`config.mk`:
```
export PLATFORM = sky130hd
export DESIGN_NAME = pcm_gate_pwm
export DESIGN_NICKNAME = d
export VERILOG_FILES = /design/src/rtl/pcm_pkg.sv /design/src/rtl/pcm_trip_sync.sv /design/src/rtl/pcm_period_timer.sv /design/src/rtl/pcm_phase_fsm.sv /design/src/rtl/pcm_gate_pwm.sv
export SDC_FILE = /design/constraint.sdc
export NUM_CORES = 1
export LEC_CHECK = 0
export BUFFER_PORTS_ARGS = -buffer_cell sky130_fd_sc_hd__buf_2
export CAP_MARGIN = 30
export CORE_MARGIN = 1
export CORE_UTILIZATION = 25
export CTS_CLUSTER_SIZE = 16
export DETAILED_ROUTE_END_ITERATION = 12
export MAX_ROUTING_LAYER = met4
export PLACE_DENSITY_LB_ADDON = 0.3
export SETUP_SLACK_MARGIN = 0.02
export SLEW_MARGIN = 40
export SYNTH_ARGS = -nofsm -noshare
export SYNTH_HDL_FRONTEND = slang
export SYNTH_SLANG_ARGS = --single-unit
```
`constraint.sdc`:
```
create_clock -name clk -period 6.7 [get_ports clk]
set_clock_uncertainty 0.1 [all_clocks]
set_input_delay 1.005 -clock clk [delete_from_list [all_inputs] [get_ports clk]]
set_output_delay 1.005 -clock clk [all_outputs]
set_load 0.02 [all_outputs]
```
`src/rtl/pcm_pkg.sv`:
```
package pcm_pkg;
  typedef enum logic [2:0] {
    ST_OFF,
    ST_RDEAD,
    ST_PRI,
    ST_FDEAD,
    ST_SEC
  } phase_e;
endpackage

```
`src/rtl/pcm_trip_sync.sv`:
```
module pcm_trip_sync #(
  parameter int unsigned STAGES = 2
) (
  input  logic clk,
  input  logic rst_n,
  input  logic din,
  output logic dout
);
  logic [STAGES-1:0] sync_q;
  logic [STAGES-1:0] sync_d;

  generate
    for (genvar g = 0; g < STAGES; g++) begin : g_stage
      if (g == 0) begin : g_head
        assign sync_d[g] = din;
      end else begin : g_tail
        assign sync_d[g] = sync_q[g-1];
      end
    end
  endgenerate

  always_ff @(posedge clk or negedge rst_n) begin
    if (!rst_n) sync_q <= '0;
    else        sync_q <= sync_d;
  end

  assign dout = sync_q[STAGES-1];
endmodule

```
`src/rtl/pcm_period_timer.sv`:
```
module pcm_period_timer #(
  parameter int unsigned PW = 16,
  parameter int unsigned DW = 8
) (
  input  logic          clk,
  input  logic          rst_n,
  input  logic          en,
  input  logic [PW-1:0] period_i,
  input  logic [DW-1:0] dt_fall_i,
  input  logic [PW-1:0] duty_max_i,
  output logic          start_o,
  output logic          at_dmax_o,
  output logic [DW-1:0] fdt_o
);
  logic          run_q,  run_d;
  logic [PW-1:0] cnt_q,  cnt_d;
  logic [PW-1:0] per_q;
  logic [PW-1:0] dmax_q;
  logic [DW-1:0] fdt_q;
  logic          shadow_ld;

  // period boundary: first enabled clock or terminal count
  assign start_o   = en && (!run_q || (cnt_q == per_q));
  assign shadow_ld = start_o;
  assign at_dmax_o = (cnt_q >= dmax_q);
  assign fdt_o     = fdt_q;

  always_comb begin
    run_d = run_q;
    cnt_d = cnt_q;
    if (!en) begin
      run_d = 1'b0;
      cnt_d = '0;
    end else if (start_o) begin
      run_d = 1'b1;
      cnt_d = '0;
    end else begin
      cnt_d = cnt_q + 1'b1;
    end
  end

  always_ff @(posedge clk or negedge rst_n) begin
    if (!rst_n) begin
      run_q <= 1'b0;
      cnt_q <= '0;
    end else begin
      run_q <= run_d;
      cnt_q <= cnt_d;
    end
  end

  // shadow copies, written only at a period boundary
  always_ff @(posedge clk or negedge rst_n) begin
    if (!rst_n) begin
      per_q  <= '0;
      dmax_q <= '0;
      fdt_q  <= '0;
    end else if (shadow_ld) begin
      per_q  <= period_i;
      dmax_q <= duty_max_i;
      fdt_q  <= dt_fall_i;
    end
  end
endmodule

```
`src/rtl/pcm_phase_fsm.sv`:
```
module pcm_phase_fsm
  import pcm_pkg::*;
#(
  parameter int unsigned DW = 8
) (
  input  logic          clk,
  input  logic          rst_n,
  input  logic          en,
  input  logic          start_i,
  input  logic          trip_i,
  input  logic          at_dmax_i,
  input  logic [DW-1:0] dt_rise_i,
  input  logic [DW-1:0] fdt_i,
  output logic          pri_o,
  output logic          sec_o,
  output logic          flag_o
);
  phase_e        st_q, st_d;
  logic [DW-1:0] dc_q, dc_d;
  logic          fl_q, fl_d;

  always_comb begin
    st_d = st_q;
    dc_d = dc_q;
    fl_d = fl_q;
    if (!en) begin
      st_d = ST_OFF;
      fl_d = 1'b0;
    end else if (start_i) begin
      st_d = ST_RDEAD;
      dc_d = dt_rise_i;
      fl_d = 1'b0;
    end else begin
      unique case (st_q)
        ST_RDEAD: begin
          if (dc_q == '0) st_d = ST_PRI;
          else            dc_d = dc_q - 1'b1;
        end
        ST_PRI: begin
          if (trip_i) begin
            st_d = ST_FDEAD;
            dc_d = fdt_i;
            fl_d = 1'b1;
          end else if (at_dmax_i) begin
            st_d = ST_FDEAD;
            dc_d = fdt_i;
          end
        end
        ST_FDEAD: begin
          if (dc_q == '0) st_d = ST_SEC;
          else            dc_d = dc_q - 1'b1;
        end
        default: ;
      endcase
    end
  end

  always_ff @(posedge clk or negedge rst_n) begin
    if (!rst_n) begin
      st_q <= ST_OFF;
      dc_q <= '0;
      fl_q <= 1'b0;
    end else begin
      st_q <= st_d;
      dc_q <= dc_d;
      fl_q <= fl_d;
    end
  end

  assign pri_o  = (st_q == ST_PRI);
  assign sec_o  = (st_q == ST_SEC);
  assign flag_o = fl_q;
endmodule

```
`src/rtl/pcm_gate_pwm.sv`:
```
module pcm_gate_pwm #(
  parameter int unsigned PW      = 16,
  parameter int unsigned DW      = 8,
  parameter int unsigned SYNC_N  = 2
) (
  input  logic          clk,
  input  logic          rst_n,
  input  logic          en,
  input  logic [PW-1:0] period_i,
  input  logic [DW-1:0] dt_rise_i,
  input  logic [DW-1:0] dt_fall_i,
  input  logic [PW-1:0] duty_max_i,
  input  logic          trip_i,
  output logic          gate_pri_o,
  output logic          gate_sec_o,
  output logic          trip_flag_o
);
  logic          trip_s;
  logic          start;
  logic          at_dmax;
  logic [DW-1:0] fdt;

  pcm_trip_sync #(.STAGES(SYNC_N)) i_sync (
    .clk   (clk),
    .rst_n (rst_n),
    .din   (trip_i),
    .dout  (trip_s)
  );

  pcm_period_timer #(.PW(PW), .DW(DW)) i_timer (
    .clk        (clk),
    .rst_n      (rst_n),
    .en         (en),
    .period_i   (period_i),
    .dt_fall_i  (dt_fall_i),
    .duty_max_i (duty_max_i),
    .start_o    (start),
    .at_dmax_o  (at_dmax),
    .fdt_o      (fdt)
  );

  pcm_phase_fsm #(.DW(DW)) i_fsm (
    .clk       (clk),
    .rst_n     (rst_n),
    .en        (en),
    .start_i   (start),
    .trip_i    (trip_s),
    .at_dmax_i (at_dmax),
    .dt_rise_i (dt_rise_i),
    .fdt_i     (fdt),
    .pri_o     (gate_pri_o),
    .sec_o     (gate_sec_o),
    .flag_o    (trip_flag_o)
  );
endmodule

```
-- After elaboration in Yosys (flattened, before gate mapping)
Cells that the tools add are included.
- equality and inequality tests: 14
- add/subtract/negate cells: 2
- reductions and logical operators: 9
- mux-type cells: 20
- $lt $le $gt $ge: 1
- operators by type and width (kind ; number):
    $mux 16 ; 2
    $mux 8 ; 4
    $mux 3 ; 6
    $add 16x1->16 const B ; 1
    $eq 16x16->1 ; 1
    $ge 16x16->1 ; 1
    $pmux 8 s2 ; 1
    $pmux 3 s3 ; 1
    $logic_not 8->1 ; 1
    $ne 4x2->1 const B ; 2
    $reduce_and 4->1 ; 2
    $sub 8x1->8 const B ; 1
    $eq 3x2->1 const B ; 2
    $mux 1 ; 6
    $ne 3x1->1 const B ; 2
    $ne 5x1->1 const B ; 1
    $ne 5x2->1 const B ; 1
    $ne 4x1->1 const B ; 1
    $eq 3x1->1 const B ; 1
    $eq 3x3->1 const B ; 1
    $ne 3x2->1 const B ; 1
    $reduce_bool 3->1 ; 1
    $ne 2x1->1 const B ; 1
    $reduce_and 2->1 ; 1
    other kinds (4) ; 4
- output and inout port bits: 3
- bits in registers: 71
- bits of input ports: 52
- word-level logic and storage cells: 55

-- Logic depth before layout (Yosys ltp)
Gate-level depths: netlist (run 1).
- depth in word-level cells: 6
- gate-level depth with buffers: 10
- depth with buffers taken out: 8

-- By module
From an unflattened synthesis (run 1), not the netlist that was laid out.
- cells, all modules: 338
- area, all modules: 3915.0 um^2
- modules (own cells, without submodules) (module ; instances ; area each (um^2) ; seq. area each (um^2) ; cells each):
    pcm_period_timer ; 1 ; 2972.9 ; 1426.4 ; 232
    pcm_phase_fsm ; 1 ; 892.1 ; 300.3 ; 104
    pcm_trip_sync ; 1 ; 50.0 ; 50.0 ; 2

-- Worst setup path after synthesis (run 1)
OpenSTA, ideal clock, no wires.
- path type: register to register
- start point: reg i_timer.cnt_q[15]
- end point: reg i_fsm.st_q[0]
- setup slack: 4.209 ns
- cell stages (with the launch flop): 9
- arrival: 2.268 ns
- path buffers: 1
- path through: dfrtp_1 -> ha_1 -> a211oi_1 -> nand2_1 -> or4_4 -> a31oi_4 -> buf_6 -> nor3b_2 -> o31a_1
- word-level cells in the longest chain between the ends: 5
- ends and longest elaborated chain (what ; line ; text):
    start: declaration ; pcm_period_timer.sv:16 ; logic [PW-1:0] cnt_q, cnt_d;
    start signal: assignment ; pcm_period_timer.sv:48 ; cnt_q <= cnt_d;
    parallel branches: the longest is 5 deep, another holds $ge 16x16->1 ; n/a ;
    end signal: assignment ; pcm_phase_fsm.sv:64 ; st_q <= st_d;
    end: declaration ; pcm_phase_fsm.sv:18 ; phase_e st_q, st_d;
Several ways; the timed one is not identified.
A chain may end at the register's enable or synchronous reset.

-- Worst setup path in the final report (run 1)
Ends and elaborated chain as after synthesis.

==> results of run 1 <==
## cell type report
class | instances | area, um^2
fillers | 1491 | 10080
multi-input cells | 232 | 1822
flip-flops and latches | 71 | 1777
repair buffers | 56 | 289.0
clock buffers | 13 | 270.3
well taps | 184 | 230.2
inverters | 22 | 82.58
clock inverters | 3 | 40.04
## cells in the mapped netlist
| library cell | n |
|---|---|
| nor3b_4 | 1 |
| or2_2 | 2 |
| buf_1 | 1 |
| and3_1 | 8 |
| a21oi_1 | 11 |
| nand3_1 | 11 |
| a31oi_4 | 1 |
| mux2_2 | 40 |
| o31a_1 | 1 |
| o41ai_1 | 1 |
| o2111ai_1 | 1 |
| inv_1 | 22 |
| dfrtp_1 | 71 |
| o21a_1 | 2 |
| buf_6 | 2 |
| xor2_1 | 8 |
| nand2b_1 | 4 |
| a21boi_0 | 1 |
| nand2_1 | 12 |
| o41ai_4 | 1 |
| o22ai_1 | 1 |
| a2111oi_0 | 1 |
| o31ai_1 | 2 |
| and2_1 | 1 |
| ha_1 | 19 |
| nand4_1 | 7 |
| a21o_1 | 1 |
| nor2_1 | 32 |
| nor3b_2 | 1 |
| a211oi_1 | 2 |
| o21ai_0 | 13 |
| mux2i_1 | 3 |
| or4_4 | 1 |
| xnor2_1 | 27 |
| o211ai_1 | 1 |
| o31a_2 | 7 |
| clkbuf_1 | 6 |
| nand2_2 | 1 |
| nor2b_1 | 3 |
| nor4_1 | 1 |
| nor3_1 | 3 |
| buf_2 | 3 |
## cell families after synthesis
logic type / Yosys count / share of synthesized area
AOI/OAI and AO/OA: 47 / 0.09295
xor gates and xnor gates: 35 / 0.08191
adders and majority gates: 19 / 0.06352
buffers and inverters: 34 / 0.03911
DFF: 71 / 0.4748
muxes: 43 / 0.1284
and+or+nand+nor: 88 / 0.1194
## worst max-delay path, stage by stage, from the launching register on
cell,delay [ns]
dfrtp_1,0.42
ha_1,0.34
a211oi_1,0.34
nand2_1,0.09
or4_4,0.55
a31oi_4,0.44
nor3b_2,0.09
o31a_1,0.25
## report_power, final
| part | switching [uW] | internal (uW) | total (uW) | leakage [uW] |
|---|---|---|---|---|
| clock | 176 | 317 | 493 | 0.000156 |
| sequential | 31.7 | 475 | 507 | 0.000873 |
| combinational | 74.8 | 84.5 | 159 | 0.000997 |
## stage by stage
stage          cells  cell area, um^2  hold slack (ns)
2_1_floorplan    337             3742           0.2312
3_3_place_gp     565             4194           0.2364
3_5_place_dp     565             4200           0.2478
4_1_cts          581             4511           0.2640
5_1_grt          581             4511           0.2704
6_report         581             4511           0.2601
## layer usage
metal  vias to the layer above  routed length (um)  part of all wire  GRT usage
li1                       1278                   -                 -          -
met1                      1248                4017              0.48     0.1495
met2                        52                3830              0.46     0.1875
met3                        11                 267             0.032    0.02706
met4                         0                 178             0.021    0.05245
met5                         -                   0                 0          -
## sequential cells by signal, indices dropped and copies added, names as in the netlist
name and flops:
i_timer.cnt_q 16, i_fsm.st_q 3, i_timer.per_q 16, i_timer.fdt_o 8
i_sync.sync_q 2, i_timer.dmax_q 16, i_timer.run_q 1, i_fsm.dc_q 8
i_fsm.flag_o 1
## placed cells by master, fill, tap and decap left out, types with 2 or more instances in the layout
| cell | Yosys | routed |
|---|---|---|
| o31ai_1 | 2 | 2 |
| o21ai_0 | 13 | 13 |
| a21oi_1 | 11 | 11 |
| clkinv_2 | 0 | 2 |
| clkbuf_16 | 0 | 9 |
| and3_1 | 8 | 8 |
| ha_1 | 19 | 19 |
| nand2_1 | 12 | 12 |
| nor3_1 | 3 | 3 |
| or2_2 | 2 | 2 |
| xor2_1 | 8 | 8 |
| mux2i_1 | 3 | 3 |
| nand4_1 | 7 | 7 |
| nor2b_1 | 3 | 2 |
| buf_2 | 3 | 54 |
| nor2_1 | 32 | 32 |
| inv_1 | 22 | 22 |
| o31a_2 | 7 | 7 |
| a211oi_1 | 2 | 2 |
| dfrtp_1 | 71 | 71 |
| nand3_1 | 11 | 11 |
| xnor2_1 | 27 | 27 |
| clkbuf_8 | 0 | 3 |
| mux2_2 | 40 | 40 |
| o21a_1 | 2 | 2 |
| nand2b_1 | 4 | 4 |
## how the worst min path moves through the flow
stage                          start                to  slack, ns
finish              i_sync.sync_q[0]  i_sync.sync_q[1]       0.26
global route        i_sync.sync_q[0]  i_sync.sync_q[1]       0.27
CTS                 i_sync.sync_q[0]  i_sync.sync_q[1]       0.26
detailed placement  i_sync.sync_q[0]  i_sync.sync_q[1]       0.25
global placement    i_sync.sync_q[0]  i_sync.sync_q[1]       0.24
floorplan           i_sync.sync_q[0]  i_sync.sync_q[1]       0.23
==> metrics, run 1 <==
status=finished, final reports clean; WHS Path Cells=0; Ys Warns=0; Worst-path clk slew=0.06 ns; Final min period=~2.7 ns; first-pass GRT wire length=about 14 mm; Seq/Total Area, Yosys=0.4748; reg-to-reg slack, setup=roughly 4 ns; Initial Utilization=0.2565; relative slew slack=0.5288; Least-Margin Pin Slew=slightly above 0.7 ns; Final Max Tran Viols=0; FF-to-FF Start=i_timer.cnt_q[15]; layout cell share with drive strength beyond 1=0.3199; Setup WS pre-CTS=3.988 ns; max cap viols=0; Critical Path Start=i_timer.cnt_q[15]; RSZ-0062 raised after global routing=no; PortBufs=54; Top Ports=55; CP arrival=2.85 ns; Die Ht=124.4 um; synth top area cells=dfrtp_1 47%, mux2_2 12%, ha_1 6.4%; wire per inst=14.27 um; Core Region=14590 um^2; Netlist Area Pre-Place=3742 um^2; ANT cells=0; Req. time, crit path=6.82 ns; # setup viols final=0; CTS Hold Bufs=0; die area=15460 um^2; Max VDD drop=113.1 uV; CP endpoint=i_fsm.st_q[0]; Initial DRC Count=~120; total CTS buffers=9; FMAX=about 0.37 GHz; cells on worst reg2reg path=7; # DRC=0; Sum Neg Setup Slack=0 ns; worst-path maximum fanout=17; Die Span X=between 100 and 150 um; number of global-route vias before repair=~2800; Rows=44; Pleak=just over 0.002 uW; Avg Cell Area, Syn=roughly 11 um^2; H-tree depth=3; cell count after synthesis=337; GRT Total Usage=0.1205; vias per std cell=4.456; clock sink count=71; initial antenna violation count=0; Pwr Total=1159 uW; PwrDens=257.0 nW/um^2; area leader, netlist=dfrtp_1; syn_nets=between 400 and 500; Pre-antenna DRT Iters=4; final core utilization=0.3092; post-DP HPWL=5.893 mm; clock latency at the later pin of the worst-skew pair=0.33 ns; largest net degree at the start of global routing=72; FF-to-FF End=i_fsm.st_q[0]; Critical Path Start Type=flop; min setup slack post-route=3.965 ns; WL final=~8.3 mm; Area Overhead vs Synth=20.53%; via count=between 2000 and 3000; Yosys reg bits=71; Hold Path Class=flop to flop; Crit. End Element=flop; remaining antenna violation count after routing=0; buffer depth of the longest clock path=2; post-cts sizing count=0; final hold violations=0; clock root cell=clkbuf_16; share of the synthesized area in the top cell type=0.4748; Crit Path Category=flop to flop; Final Net Count=463; RePlAce Congestion=0.7659; TritonCTS clock tree=yes; Yosys cell types=42; gr ovfl total=0; setup bufs post-CTS=0; final worst-path cycle share=0.4082
(Power assumes the default switching activity.)
==> run 2: changes to the inputs <==
--- a/config.mk
+++ b/config.mk
@@ -5,6 +5,7 @@
 export SDC_FILE = /design/constraint.sdc
 export NUM_CORES = 1
 export LEC_CHECK = 0
+export ABC_AREA = 1
 export BUFFER_PORTS_ARGS = -buffer_cell sky130_fd_sc_hd__buf_2
 export CAP_MARGIN = 30
 export CORE_MARGIN = 1
==> constraint.sdc (replaced) <==
create_clock -name clk -period 2.6 [get_ports clk]
set_clock_uncertainty 0.1 [all_clocks]
set_input_delay 0.39 -clock clk [delete_from_list [all_inputs] [get_ports clk]]
set_output_delay 0.39 -clock clk [all_outputs]
set_load 0.02 [all_outputs]
==> run 2 against run 1 <==
- flip-flop and latch count unchanged
- setup slack got worse by 3.6 ns
- via count increased by 27%
- die area increased by 6.0%
- total power increased to 3.0 times the previous value
- critical path type unchanged
- largest cell class unchanged
==> metrics, run 2 <==
syn_nets=576 (+41%); # DRC=0 (unchanged); Adder-Cell Fraction of Synth Area=0.05984 (-0.003681); Final Max Tran Viols=0 (unchanged); die area=16400 um^2 (+6.0%); Top cell by count, worst path=nand2_1; clock sink count=71 (unchanged); synth top area cells=dfrtp_1 45%, nand2_1 15%, ha_1 6.0%; Seq/Total Area, Yosys=0.4472 (-0.02751); ANT cells=0 (unchanged); TritonCTS clock tree=yes; total CTS buffers=9 (unchanged); wire per inst=12.09 um (-15%); met1 global-route usage=0.1691 (+0.01960); WL final=9.378 mm (+13%); largest family of logic cells by synthesized area=simple AND/OR/NAND/NOR gates; Least-Margin Pin Slew=0.4504 ns (-0.2547 ns); Yosys reg bits=71 (unchanged); largest net degree at the start of global routing=72 (unchanged); Post-synth EDFFs=0 (unchanged); Yosys cell types=31 (-26%); Synth async-reset ratio=1.000 (unchanged); top-count cell post-synth=nand2_1; share of the synthesized area in the top cell type=0.4472 (-0.02751); Final Net Count=631 (+36%); Area Overhead vs Synth=22.43%; layout cell share with drive strength beyond 1=0.1965 (-0.1234); ys flop type=dfrtp_1; Initial DRC Count=204 (+69%); PortBufs=54 (unchanged); # setup viols final=0 (unchanged); Global Route met3 Usage=0.01878 (-0.008281); Critical Path Start Type=flop; via count=3294 (+27%); clock latency at the later pin of the worst-skew pair=0.34 ns (about the same); post-DP HPWL=6.892 mm (+17%); RSZ-0062 raised after global routing=no; Rows=45 (+2.3%); routing usage on met2=0.1976 (+0.01005); Die Ht=128.1 um (+3.0%); GRT Total Usage=0.1297 (+0.009262); vias per std cell=4.245 (-4.7%); Top Registers=i_timer.cnt_q (16), i_timer.dmax_q (16), i_timer.per_q (16); Filler Cell Count=1641 (+10%); gr ovfl total=0 (unchanged); buffer depth of the longest clock path=2 (unchanged); Pleak=0.002456 uW (+21%); cell count after synthesis=505 (+50%); Avg Cell Area, Syn=7.866 um^2 (-29%); Pre-antenna DRT Iters=4 (unchanged); Req. time, crit path=2.72 ns (-4.10 ns); Ys Warns=0 (unchanged); XOR/XNOR share of the synthesized area=0.02866 (-0.05325); Final min period=2.244 ns (-0.4912 ns); min setup slack post-route=0.3563 ns (-3.609 ns); CP arrival=2.36 ns (-0.49 ns); Max VDD drop=328.8 uV (+190%); Crit Path Category=flop to flop; Synth Area in Compound Gates=0.1008 (+0.007842); first-pass GRT wire length=16.01 mm (+13%); RePlAce Congestion=0.8567 (+12%); final worst-path cycle share=0.8630 (+0.4548); Top Usage Layer GRT=met2; Sum Neg Setup Slack=0 ns (unchanged); Netlist Area Pre-Place=3973 um^2 (+6.2%); remaining antenna violation count after routing=0 (unchanged); Simple-Gate Fraction of Synth Area=0.2759 (+0.1565); status=finished, final reports clean; Top Ports=55 (unchanged); area leader, netlist=dfrtp_1; setup bufs post-CTS=0 (unchanged); Die Span X=128.1 um (+3.0%); mux share of post-synthesis cell area=0 (-0.1284); max cap viols=0 (unchanged); Core Region=15370 um^2 (+5.4%); final hold violations=0 (unchanged); clock root cell=clkbuf_16; Critical-path top delay cell=dfrtp_1; H-tree depth=3 (unchanged); relative slew slack=0.6990 (+0.1702); initial antenna violation count=0 (unchanged); worst-path maximum fanout=9 (-8); Setup WS pre-CTS=0.3137 ns (-3.674 ns); top cells by count, synth=155 x nand2_1, 71 x dfrtp_1, 60 x inv_1; Hold Path Class=input pin to flop; PwrDens=724.9 nW/um^2 (+180%); commonest non-fill, non-tap cell in the layout=nand2_1; Crit. End Element=flop; number of global-route vias before repair=3309 (+19%); Initial Utilization=0.2584 (+0.001927); CP peak stage delay=0.46 ns (-0.09 ns); most frequent cells in the layout=155 x nand2_1, 71 x dfrtp_1, 60 x inv_1; critical-path cell list=ha_1 > a21oi_1 > nor2_1 > a211oi_1 > nand2_1 > nand2_1 > nand2_1 > nand3_2 > nand2_1 > nand2_1 > nand2_1; Worst-path clk slew=0.06 ns (about the same); FMAX=0.4457 GHz (+22%)
[run 2: cell types whose count changed in the layout (fill, tap and decap cells not counted), sizes merged, moves of 8 or more]
cell,delta
inv,+40
nand3,+22
o21ai,+31
nand2,+154
xnor2,-22
o31a,-8
and3,-8
nor3,+10
mux2,-40
[run 2: final timing paths]
check / from / endpoint / slack [ns] / depth (start not counted)
worst max-delay path: i_timer.cnt_q[9] / i_fsm.dc_q[4] / 0.36 / 11
worst min register to register: i_sync.sync_q[0] / i_sync.sync_q[1] / 0.25 / 0
worst min-delay path: trip_i / i_sync.sync_q[0] / 0.08 / 1
worst max register to register: i_timer.cnt_q[9] / i_fsm.dc_q[4] / 0.36 / 11
min in group asynchronous: rst_n / i_timer.dmax_q[1] / 0.52 / 3
max in group asynchronous: rst_n / i_timer.fdt_o[1] / 1.58 / 3
[run 2: logic make-up after synthesis]
| group | after synthesis |
|---|---|
| XOR/XNOR | 13 |
| flip-flops | 71 |
| adder cells (fa/ha/maj) | 19 |
| buffers and inverters | 79 |
| AND/OR/NAND/NOR | 254 |
| AO/OA/AOI/OAI | 69 |
[run 2: final cells by class]
cell class,count,area (um^2),share of cell area
clock buffer,10,239.0,0.04914
clock inverter,6,155.1,0.03190
inverter,63,237.7,0.04888
multi-input combinational,355,1848,0.3800
sequential,71,1777,0.3653
tap,211,264.0,0.05428
timing repair buffer,60,342.8,0.07049
[run 2: report_power, final]
part           internal [uW]  switching (uW)
Combinational            224             356
Clock                   1160             476
Sequential              1230            82.3
Total                   2610             915
[run 2: layer usage]
metal / routed length, um / part of all wire
met5: 0 / 0
met1: 4682 / 0.50
met2: 4162 / 0.44
met3: 286 / 0.030
met4: 247 / 0.026
[run 2: critical path: cells and delay by family (launching register included)]
family | cells | cell delay, ns
AOI/OAI and AO/OA | 2 | 0.40
adders and majority gates | 1 | 0.33
DFF | 1 | 0.46
and+or+nand+nor | 8 | 0.84
[run 2: what timing repair did]
item	in CTS	in global routing
gates resized for setup	0	0
hold buffers	1	0
endpoints found under the hold margin	43	0
[run 2: stage by stage]
step	power [uW]	instance area [um^2]	hold WS, ns	cells	util
after floorplan	1731	3973	-0.005591	505	-
after global placement	1907	4459	0.2395	759	0.2901
after detailed placement	1916	4459	0.2411	759	0.2901
after CTS	3564	4863	0.06547	776	0.3164
after global routing	3714	4863	0.06711	776	0.3164
final	3525	4863	0.07841	776	0.3164
